### src/rtl/rtg_pkg.sv
package rtg_pkg;
  typedef enum logic [0:0] {
    ST_IDLE = 1'b0,
    ST_WALK = 1'b1
  } rtg_state_e;
endpackage

### src/rtl/rtg_seed_sel.sv
module rtg_seed_sel #(
  parameter int SEED_W = 16
) (
  input  logic [SEED_W-1:0] seed_i,
  input  logic              rand_mode_i,
  input  logic              rnd_ok_i,
  input  logic [SEED_W-1:0] rnd_seed_i,
  output logic [SEED_W-1:0] seed_o
);
  logic use_rnd;
  logic [SEED_W-1:0] subst;

  always_comb begin
    use_rnd = rnd_ok_i && (rnd_seed_i != '0);
    subst   = use_rnd ? rnd_seed_i : SEED_W'(1);
    seed_o  = (rand_mode_i && (seed_i == '0)) ? subst : seed_i;
  end
endmodule

### src/rtl/rtg_lfsr.sv
module rtg_lfsr #(
  parameter int              SEED_W   = 16,
  parameter int              STEPS    = 4,
  parameter logic [SEED_W-1:0] TAP_MASK = 16'h002D
) (
  input  logic [SEED_W-1:0] seed_i,
  output logic [SEED_W-1:0] seed_o,
  output logic [STEPS-1:0]  bits_o
);
  logic [SEED_W-1:0] chain [0:STEPS];

  assign chain[0] = seed_i;

  for (genvar g = 0; g < STEPS; g++) begin : g_step
    logic fb;
    assign fb           = ^(chain[g] & TAP_MASK);
    assign chain[g+1]   = {fb, chain[g][SEED_W-1:1]};
    assign bits_o[g]    = fb;
  end

  assign seed_o = chain[STEPS];
endmodule

### src/rtl/rtg_walker.sv
module rtg_walker
  import rtg_pkg::*;
#(
  parameter int TAG_W = 4,
  localparam int NT   = 1 << TAG_W
) (
  input  logic             clk,
  input  logic             rst_n,
  input  logic             go_i,
  input  logic [TAG_W-1:0] go_start_i,
  input  logic [TAG_W-1:0] go_off_i,
  input  logic [NT-1:0]    go_mask_i,
  output logic             busy_o,
  output logic             fin_o,
  output logic [TAG_W-1:0] fin_tag_o,
  output logic [NT-1:0]    mask_o
);
  localparam int CW = 2 * TAG_W;

  rtg_state_e       state_q, state_d;
  logic [TAG_W-1:0] cur_q, cur_d;
  logic [TAG_W-1:0] rem_q, rem_d;
  logic [TAG_W-1:0] nxt;
  logic             zm_q, zm_d;
  logic [NT-1:0]    mask_q, mask_d;
  logic [CW-1:0]    steps_q, steps_d;

  // next state
  always_comb begin
    state_d   = state_q;
    cur_d     = cur_q;
    rem_d     = rem_q;
    zm_d      = zm_q;
    mask_d    = mask_q;
    steps_d   = steps_q;
    fin_o     = 1'b0;
    fin_tag_o = '0;
    nxt       = cur_q + 1'b1;
    case (state_q)
      ST_IDLE: begin
        if (go_i) begin
          mask_d  = go_mask_i;
          steps_d = '0;
          if (&go_mask_i) begin
            fin_o = 1'b1;
          end else begin
            state_d = ST_WALK;
            cur_d   = go_start_i;
            rem_d   = go_off_i;
            zm_d    = (go_off_i == '0);
          end
        end
      end
      ST_WALK: begin
        steps_d = steps_q + 1'b1;
        if (zm_q) begin
          if (!mask_q[cur_q]) begin
            fin_o     = 1'b1;
            fin_tag_o = cur_q;
            state_d   = ST_IDLE;
          end else begin
            cur_d = nxt;
          end
        end else begin
          cur_d = nxt;
          if (!mask_q[nxt]) begin
            if (rem_q == TAG_W'(1)) begin
              fin_o     = 1'b1;
              fin_tag_o = nxt;
              state_d   = ST_IDLE;
            end else begin
              rem_d = rem_q - 1'b1;
            end
          end
        end
      end
    endcase
  end

  // registers
  always_ff @(posedge clk or negedge rst_n) begin
    if (!rst_n) begin
      state_q <= ST_IDLE;
      cur_q   <= '0;
      rem_q   <= '0;
      zm_q    <= 1'b0;
      mask_q  <= '0;
      steps_q <= '0;
    end else begin
      state_q <= state_d;
      cur_q   <= cur_d;
      rem_q   <= rem_d;
      zm_q    <= zm_d;
      mask_q  <= mask_d;
      steps_q <= steps_d;
    end
  end

  assign busy_o = (state_q == ST_WALK);
  assign mask_o = mask_q;

  // a walk with a nonzero offset always has a count left
  p_rem_live_r6: assert property (@(posedge clk) disable iff (!rst_n)
    (busy_o && !zm_q) |-> (rem_q != '0));

  // the walk length stays below 16*15 tag visits
  p_bound_r11: assert property (@(posedge clk) disable iff (!rst_n)
    busy_o |-> (steps_q < CW'(NT * (NT - 1))));

  // the walk moves by exactly one tag per clock
  p_one_step_r11: assert property (@(posedge clk) disable iff (!rst_n)
    (busy_o && !fin_o) |=> (cur_q == $past(cur_q) + 1'b1) || (zm_q && $stable(cur_q)));
endmodule

### src/rtl/rtg_top.sv
module rtg_top #(
  parameter int                TAG_W    = 4,
  parameter int                SEED_W   = 16,
  parameter logic [SEED_W-1:0] TAP_MASK = 16'h002D,
  localparam int               NT       = 1 << TAG_W
) (
  input  logic              clk,
  input  logic              rst_n,
  input  logic              req,
  input  logic [NT-1:0]     req_mask,
  input  logic [NT-1:0]     cfg_mask,
  input  logic              rand_mode,
  input  logic              rnd_ok,
  input  logic [SEED_W-1:0] rnd_seed,
  input  logic              ld_en,
  input  logic [TAG_W-1:0]  ld_start,
  input  logic [SEED_W-1:0] ld_seed,
  output logic              done,
  output logic [TAG_W-1:0]  tag_out,
  output logic [SEED_W-1:0] seed_out,
  output logic [TAG_W-1:0]  start_out
);
  logic              busy, fin, accept, ld_take;
  logic [TAG_W-1:0]  fin_tag, start_src, offset;
  logic [SEED_W-1:0] seed_src, seed_eff, seed_adv;
  logic [NT-1:0]     mask_w;

  logic              done_q;
  logic [TAG_W-1:0]  tag_q, tag_d, start_q, start_d;
  logic [SEED_W-1:0] seed_q, seed_d;
  logic              seed_en, start_en;

  always_comb begin
    accept    = req && !busy;
    ld_take   = ld_en && !busy;
    start_src = ld_take ? ld_start : start_q;
    seed_src  = ld_take ? ld_seed  : seed_q;
  end

  rtg_seed_sel #(.SEED_W(SEED_W)) u_sel (
    .seed_i      (seed_src),
    .rand_mode_i (rand_mode),
    .rnd_ok_i    (rnd_ok),
    .rnd_seed_i  (rnd_seed),
    .seed_o      (seed_eff)
  );

  rtg_lfsr #(.SEED_W(SEED_W), .STEPS(TAG_W), .TAP_MASK(TAP_MASK)) u_lfsr (
    .seed_i (seed_eff),
    .seed_o (seed_adv),
    .bits_o (offset)
  );

  rtg_walker #(.TAG_W(TAG_W)) u_walk (
    .clk        (clk),
    .rst_n      (rst_n),
    .go_i       (accept),
    .go_start_i (start_src),
    .go_off_i   (offset),
    .go_mask_i  (req_mask | cfg_mask),
    .busy_o     (busy),
    .fin_o      (fin),
    .fin_tag_o  (fin_tag),
    .mask_o     (mask_w)
  );

  // next state with explicit enables
  always_comb begin
    seed_en  = accept || ld_take;
    seed_d   = accept ? seed_adv : ld_seed;
    start_en = fin || ld_take;
    start_d  = fin ? fin_tag : ld_start;
    tag_d    = fin_tag;
  end

  always_ff @(posedge clk or negedge rst_n) begin
    if (!rst_n) begin
      done_q  <= 1'b0;
      tag_q   <= '0;
      seed_q  <= '0;
      start_q <= '0;
    end else begin
      done_q <= fin;
      if (fin)      tag_q   <= tag_d;
      if (seed_en)  seed_q  <= seed_d;
      if (start_en) start_q <= start_d;
    end
  end

  assign done      = done_q;
  assign tag_out   = tag_q;
  assign seed_out  = seed_q;
  assign start_out = start_q;

  // the stored start tag follows the result on the done edge
  p_start_follow_r9: assert property (@(posedge clk) disable iff (!rst_n)
    done |-> (start_out == tag_out));

  // a fully excluded mask gives tag zero
  p_all_excl_r4: assert property (@(posedge clk) disable iff (!rst_n)
    (done && (&mask_w)) |-> (tag_out == '0));

  // a result is never an excluded tag
  p_not_excl_r5: assert property (@(posedge clk) disable iff (!rst_n)
    (done && !(&mask_w)) |-> !mask_w[tag_out]);

  // nothing alters the seed while a walk is running
  p_seed_hold_r10: assert property (@(posedge clk) disable iff (!rst_n)
    busy |=> $stable(seed_out));

  // random mode never leaves a zero seed behind
  p_seed_nz_r8: assert property (@(posedge clk) disable iff (!rst_n)
    (accept && rand_mode) |=> (seed_out != '0));
endmodule

### config.mk
export PLATFORM = sky130hd
export DESIGN_NAME = rtg_top
export DESIGN_NICKNAME = d
export VERILOG_FILES = /design/src/rtl/rtg_pkg.sv /design/src/rtl/rtg_seed_sel.sv /design/src/rtl/rtg_lfsr.sv /design/src/rtl/rtg_walker.sv /design/src/rtl/rtg_top.sv
export SDC_FILE = /design/constraint.sdc
export NUM_CORES = 1
export LEC_CHECK = 0
export ABC_AREA = 1
export ABC_CLOCK_PERIOD_IN_PS = 3900
export CORE_ASPECT_RATIO = 1.75
export CORE_MARGIN = 8
export CORE_UTILIZATION = 51
export DETAILED_ROUTE_END_ITERATION = 12
export PLACE_DENSITY = 0.81
export SYNTH_ARGS = -nofsm -noshare
export SYNTH_HDL_FRONTEND = slang
export SYNTH_HIERARCHICAL = 1
export SYNTH_SLANG_ARGS = --single-unit
### constraint.sdc
create_clock -name clk -period 3.9 [get_ports clk]
set_input_delay 0.78 -clock clk [delete_from_list [all_inputs] [get_ports clk]]
set_output_delay 0.78 -clock clk [all_outputs]
set_load 0.02 [all_outputs]
# [Yosys cells after proc, flatten, opt, wreduce, memory -nomap -nowiden]
# Cells that the tools add are included.
[word_totals] ff_bits=51 elab_cells=82 inputBits=74 out_inout_bits=25
[classes] muxes=40 n_eq_ne=7 add_sub_neg=2 n_bitwise=3 n_reduce_logical=19 magnitude_cmp=2
[ops] cell="16-bit 2-to-1 mux" n=4
[ops] cell="4-bit 2-to-1 mux" n=16
[ops] cell="16-bit XOR reduction" n=4
[ops] cell="16-bit logical NOT" n=1
[ops] cell="16-bit bitwise OR" n=1
[ops] cell="4-bit one-hot mux with 2 select lines" n=2
[ops] cell="16-bit AND reduction" n=1
[ops] cell="16-bit nonzero test" n=1
[ops] cell="1-bit 2-to-1 mux" n=14
[ops] cell="4-bit by 5-bit < comparator with 1-bit output (second input constant)" n=2
[ops] cell="2-bit inequality test (second input constant)" n=5
[ops] cell="1-bit binary-select mux with 4-bit select" n=2
[ops] cell="3-bit AND reduction" n=2
[ops] cell="5-bit AND reduction" n=1
[ops] cell="4-bit by 1-bit adder with 4-bit output (second input constant)" n=1
[ops] cell="4-bit by 1-bit == test with 1-bit output (second input constant)" n=1
[ops] cell="1-bit logical AND" n=4
[ops] cell="4-bit logical NOT" n=1
[ops] cell="1-bit one-hot mux with 2 select lines" n=2
[ops] cell="4-bit by 1-bit subtractor with 4-bit output (second input constant)" n=1
[ops] cell="3-bit inequality test (second input constant)" n=1
[ops] cell="1-bit logical OR" n=2
[ops] cell="1-bit inverter" n=2
[ops] cell="2-bit AND reduction" n=1
[ops] cell="1-bit logical NOT" n=1

# [Longest topological paths before layout]
[logic_depth] word_depth=10 depth_mapped=22 mapped_depth_nobuf=20

# [Hierarchy]
# Netlist, hierarchy kept.
[by_module_without_submodules] mod="rtg_walker" cells_each=259 area_per_inst_um2=1820.5 instances=1 seq_area_each_um2=650.6
[by_module_without_submodules] mod="rtg_top" cells_each=224 area_per_inst_um2=1571.5 instances=1 seq_area_each_um2=625.6
[by_module_without_submodules] mod="rtg_seed_sel" cells_each=69 area_per_inst_um2=412.9 instances=1 seq_area_each_um2=0.0
[by_module_without_submodules] mod="rtg_lfsr" cells_each=81 area_per_inst_um2=400.4 instances=1 seq_area_each_um2=0.0

# [Least setup slack after synthesis]
# Ideal clock, no wire load.
[synth_timing] path_kind="in2reg" from="in ld_en" to="reg u_walk.zm_q" stages=19 arrival_ns=3.142 required_time_ns=3.817 setup_time_ns=0.083 n_path_buf=4 setup_slack_ns=0.675 path_cell_list="buf_6 > nand2_4 > buf_6 > nand2_1 > and2_1 > nor2_1 > nand2_1 > nor2_2 > nand3_4 > buf_6 > o21bai_2 > nand2_1 > inv_1 > nor2_1 > nand2_1 > nand2_1 > buf_4 > or4_1 > o21ai_0"
[synth_via] elab_chain_cells=7 elab_cells_between_ends=10 cone_classes="2 x mux; 8 x reduce/logical"
[synth_rtl] element="start, declared" line_no="rtg_top.sv:15" text="input logic ld_en,"
[synth_rtl] element="1-bit logical AND" line_no="rtg_top.sv:35" text="ld_take = ld_en && !busy;"
[synth_rtl] element="16-bit 2-to-1 mux" line_no="rtg_top.sv:37" text="seed_src = ld_take ? ld_seed : seed_q;"
[synth_rtl] element="via seed_src[6]" line_no="rtg_top.sv:25" text="logic [SEED_W-1:0] seed_src, seed_eff, seed_adv;"
[synth_rtl] element="16-bit logical NOT" line_no="rtg_seed_sel.sv:16" text="seed_o = (rand_mode_i && (seed_i == '0)) ? subst : seed_i;"
[synth_rtl] element="1-bit logical AND" line_no="rtg_seed_sel.sv:16"
[synth_rtl] element="16-bit 2-to-1 mux" line_no="rtg_seed_sel.sv:16"
[synth_rtl] element="via seed_eff[5]" line_no="rtg_top.sv:25"
[synth_rtl] element="16-bit XOR reduction" line_no="rtg_lfsr.sv:16" text="assign fb = ^(chain[g] & TAP_MASK);"
[synth_rtl] element="via u_lfsr.g_step[0].fb" line_no="rtg_lfsr.sv:15" text="logic fb;"
[synth_rtl] element="4-bit logical NOT" line_no="rtg_walker.sv:50" text="zm_d = (go_off_i == '0);"
[synth_rtl] element="end signal, assigned" line_no="rtg_walker.sv:93" text="zm_q <= zm_d;"
[synth_rtl] element="end, declared" line_no="rtg_walker.sv:24" text="logic zm_q, zm_d;"
# The timed path passes the listed nets, and every way through them passes these cells.
# A chain may end at the register's enable or synchronous reset.

# [Final worst setup path]
[layout_timing] from="in ld_en" to="reg u_walk.zm_q"
[layout_via] elab_chain_cells=7 elab_cells_between_ends=10 cone_classes="2 x mux; 8 x reduce/logical"
[layout_rtl] element="1-bit logical AND" line_no="rtg_top.sv:35"
[layout_rtl] element="16-bit 2-to-1 mux" line_no="rtg_top.sv:37"
[layout_rtl] element="via seed_src[10]" line_no="rtg_top.sv:25"
[layout_rtl] element="16-bit logical NOT" line_no="rtg_seed_sel.sv:16"
[layout_rtl] element="1-bit logical AND" line_no="rtg_seed_sel.sv:16"
[layout_rtl] element="16-bit 2-to-1 mux" line_no="rtg_seed_sel.sv:16"
[layout_rtl] element="via seed_eff[4]" line_no="rtg_top.sv:25"
[layout_rtl] element="16-bit XOR reduction" line_no="rtg_lfsr.sv:16"
[layout_rtl] element="via offset[1]" line_no="rtg_top.sv:24" text="logic [TAG_W-1:0] fin_tag, start_src, offset;"
[layout_rtl] element="4-bit logical NOT" line_no="rtg_walker.sv:50"
# The timed path passes the listed nets, and every way through them passes these cells.

==> key figures <==
Status
  – Outcome: complete, no violations

Yosys
  – Ys flop type: dfrtp_1
  – Cell Area, Synth: 4210 µm²
  – Register area share after synthesis: 0.303
  – Post-synth net total: 710
  – Ys Warns: 6
  – XOR/XNOR share of the synthesized area: 0.0187
  – #FFs+latches synth: 51
  – Multiplexer share of the synthesized area: 0
  – Adder-Cell Fraction of Synth Area: 0.00893
  – Mean Syn Cell Area: 6.64 µm²
  – Cells after synthesis: 633
  – Largest family of logic cells by synthesized area: simple AND/OR/NAND/NOR gates
  – Post-synth ARST share: 1.00
  – Post-synth EDFFs: 0
  – Compound-Gate Fraction of Synth Area: 0.0806
  – Post-Synth Simple-Gate Area: 0.425
  – Unique masters post-synth: 35

Floorplanning
  – I/O pin cnt: 99
  – Die width: 84.6 µm
  – Die Y: roughly 140 µm
  – Row count: 44
  – Core ar.: 8150 µm²
  – Die area: 11500 µm²
  – Starting Density: 0.516

Critical path
  – WP buf/inv: 3
  – FF-to-FF End: u_walk/zm_q$_DFFE_PN0P_
  – Crit-path cells: clkdlybuf4s50_1, buf_4, nand2_4, nand2_1, and2_1, nor2_1, nand2_1, nor2_2, nand3_4, o21bai_1, nand2_1, inv_1, nor2_1, nand2_1, nand2_1, or4_1, o21ai_0
  – Worst R2R Start: u_walk/busy_o$_DFF_PN0_
  – CP Class: in -> reg
  – Largest fanout on the critical path: 25
  – Critical Path AT: about 3.7 ns
  – Cells on worst reg2reg path: 16
  – Largest stage delay, worst path: between 0.4 and 0.5 ns
  – Worst path top cell family by delay: simple AND/OR/NAND/NOR gates
  – FF-to-FF setup slack: between 0.9 and 1 ns
  – CP dominant cell by count: nand2_1
  – Critical path startpoint category: primary input
  – Crit-path slowest cell: or4_1
  – Worst setup EP type: flop
  – Worst Path Required: 4.12 ns

Layout
  – N_diodes: 0
  – Most frequent cells in the layout: 223 x nand2_1, 97 x clkdlybuf4s50_1, 84 x inv_1
  – Fin nets: 782
  – Filler cell count: approximately 750
  – Final Instance Area: about 5200 µm²
  – Syn-to-layout area delta: 24.0%
  – Layout cells sized above 1: 0.0921
  – Leading cell type in the layout, fill and taps excluded: nand2_1

Detailed routing
  – Final wirelength: around 12000 µm
  – Routed WL per cell: 14.8 µm
  – Routed Antenna Nets: 0
  – Vias: 4205
  – DR pass1 iterations: 4
  – Iteration-0 DRC Markers: 257
  – DRC: 0
  – Number of vias per cell: 5.27

Timing
  – Setup Skew: 0.00196 ns
  – Setup TNS Final: 0 ns
  – Final Hold Fails: 0
  – Final min period: between 3 and 4 ns
  – Slew @ Worst Pin: 0.642 ns
  – Slew Limit Fails: 0
  – Final worst-path cycle share: 0.894
  – RSZ-0062 raised after global routing: false
  – # setup viols final: 0
  – Highest clock rate: 287 MHz
  – Slew headroom: 0.572

Clock network
  – Post-cts sizing count: 0
  – H-Tree Depth: 2
  – TritonCTS clock tree: done
  – Post-CTS setup buffers: 0
  – Num CTS Buffers: 5
  – Bufs on Longest Clock Path: 2
  – CTS root buffer: clkbuf_16
  – Clock slew at reported path FFs: 0.07 ns
  – Clk Latency, worst-skew pair: 0.29 ns
  – Clock sink count: 51
  – CTS hold repair buffers: 0

Placed design
  – RD Place Congestion: about 0.95
  – Dpl hpwl: 9640 µm
  – Placed cell area: about 5000 µm²
  – IO buf count: slightly below 100

Global route
  – GR Overflow Total: 0
  – First-pass GRT wire length: between 15000 and 20000 µm
  – GRT Total Usage: 0.212
  – Vias in the first global route: 4335
  – Initial antenna violation count: 0
  – Pin count of the biggest net entering global routing: 34

Power
  – Worst vdd rail ir drop: 0.160 mV
  – Leak pwr: ~2.6 nW
  – Power density cells: 234 nW/µm²

Run
  – Max Cap Viol: 0

Min path
  – Worst hold-check path type: in -> async
[how the worst max path moves through the flow]
stage / start / to / slack [ns] / cells after the start
3_5_place_dp: ld_en / u_walk/zm_q$_DFFE_PN0P_ / 0.05 / 17
2_1_floorplan: ld_en / u_walk/zm_q$_DFFE_PN0P_ / 0.67 / 19
5_1_grt: ld_en / u_walk/zm_q$_DFFE_PN0P_ / 0.04 / 17
4_1_cts: ld_en / u_walk/zm_q$_DFFE_PN0P_ / 0.36 / 17
3_3_place_gp: ld_en / u_walk/zm_q$_DFFE_PN0P_ / 0.07 / 17
6_report: ld_en / u_walk/zm_q$_DFFE_PN0P_ / 0.41 / 17
[state kept, by name, summed over array words and instances (netlist names)]
name and cells:
u_walk/zm_q 1, start_out 4, u_walk/cur_q 4, u_walk/busy_o 1, seed_out 16, u_walk/rem_q 4, tag_out 4, done 1
u_walk/mask_o 16
[worst register-to-register path: stages, from the launching register on]
cell      delay, ns
dfrtp_1        0.39
inv_4          0.12
nand2_4        0.25
nand2_1        0.12
and2_1         0.16
nor2_1         0.10
nand2_1        0.08
nor2_2         0.13
nand3_4        0.15
o21bai_1       0.37
nand2_1        0.12
inv_1          0.07
nor2_1         0.04
nand2_1        0.06
nand2_1        0.07
or4_1          0.49
o21ai_0        0.14
[routing by layer]
layer,up-vias,wire length (µm),track usage
met3,40,537,0.0375
met1,1919,4230,0.194
met4,0,559,0.133
met5,-,0,0
li1,2097,-,-
met2,149,6490,0.416
[area by class of cell]
class                      instances  area [µm²]  area share
tap                               92         115      0.0221
clock buffer                       5         125      0.0240
inverter                          87         332      0.0636
multi-input combinational        453        2250       0.432
sequential                        51        1280       0.245
timing repair buffer             107        1040       0.200
clock inverter                     3        67.6      0.0130
[through the flow]
step                hold slack [ns]   util  cells  power, mW  setup slack, ns
finish                        0.428  0.640    798       1.22            0.415
global route                  0.460  0.640    798       1.26           0.0424
CTS                           0.428  0.639    798       1.23            0.360
detailed placement            0.462  0.615    790      0.662           0.0522
global placement              0.459  0.615    790      0.661           0.0662
floorplan                     0.442      -    633      0.571            0.675
[power by group]
part / switching (mW) / internal, mW
clock: 0.202 / 0.368
combinational: 0.0446 / 0.0782
sequential: 0 / 0.529
total: 0.246 / 0.974
[synth_stat cells, types with 3 or more instances]
master | number | area (µm²)
inv_1 | 84 | 315
o21bai_2 | 10 | 113
o21ai_0 | 25 | 125
ha_1 | 3 | 37.5
nand3_4 | 4 | 70.1
dfrtp_1 | 51 | 1280
xnor2_1 | 5 | 43.8
clkbuf_1 | 5 | 18.8
nand3_2 | 5 | 50.1
buf_6 | 8 | 90.1
buf_4 | 23 | 173
o21ai_1 | 6 | 30.0
xor2_1 | 4 | 35.0
nand2_4 | 3 | 33.8
nand3_1 | 74 | 370
clkbuf_8 | 3 | 41.3
or2_2 | 16 | 100
o21bai_1 | 5 | 37.5
nor2_1 | 32 | 120
and2_1 | 16 | 100
nand2_1 | 223 | 837
nand4_1 | 10 | 62.6
[cell families (layout without fill, tap and decap cells)]
logic type / count (synthesis) / after routing
fa+ha+maj: 3 / 3
simple gates: 390 / 390
flops: 51 / 51
buf+inv: 129 / 202
xor+xnor: 9 / 9
compound gates: 51 / 51
Note: power is estimated with default switching activity, not from simulation.
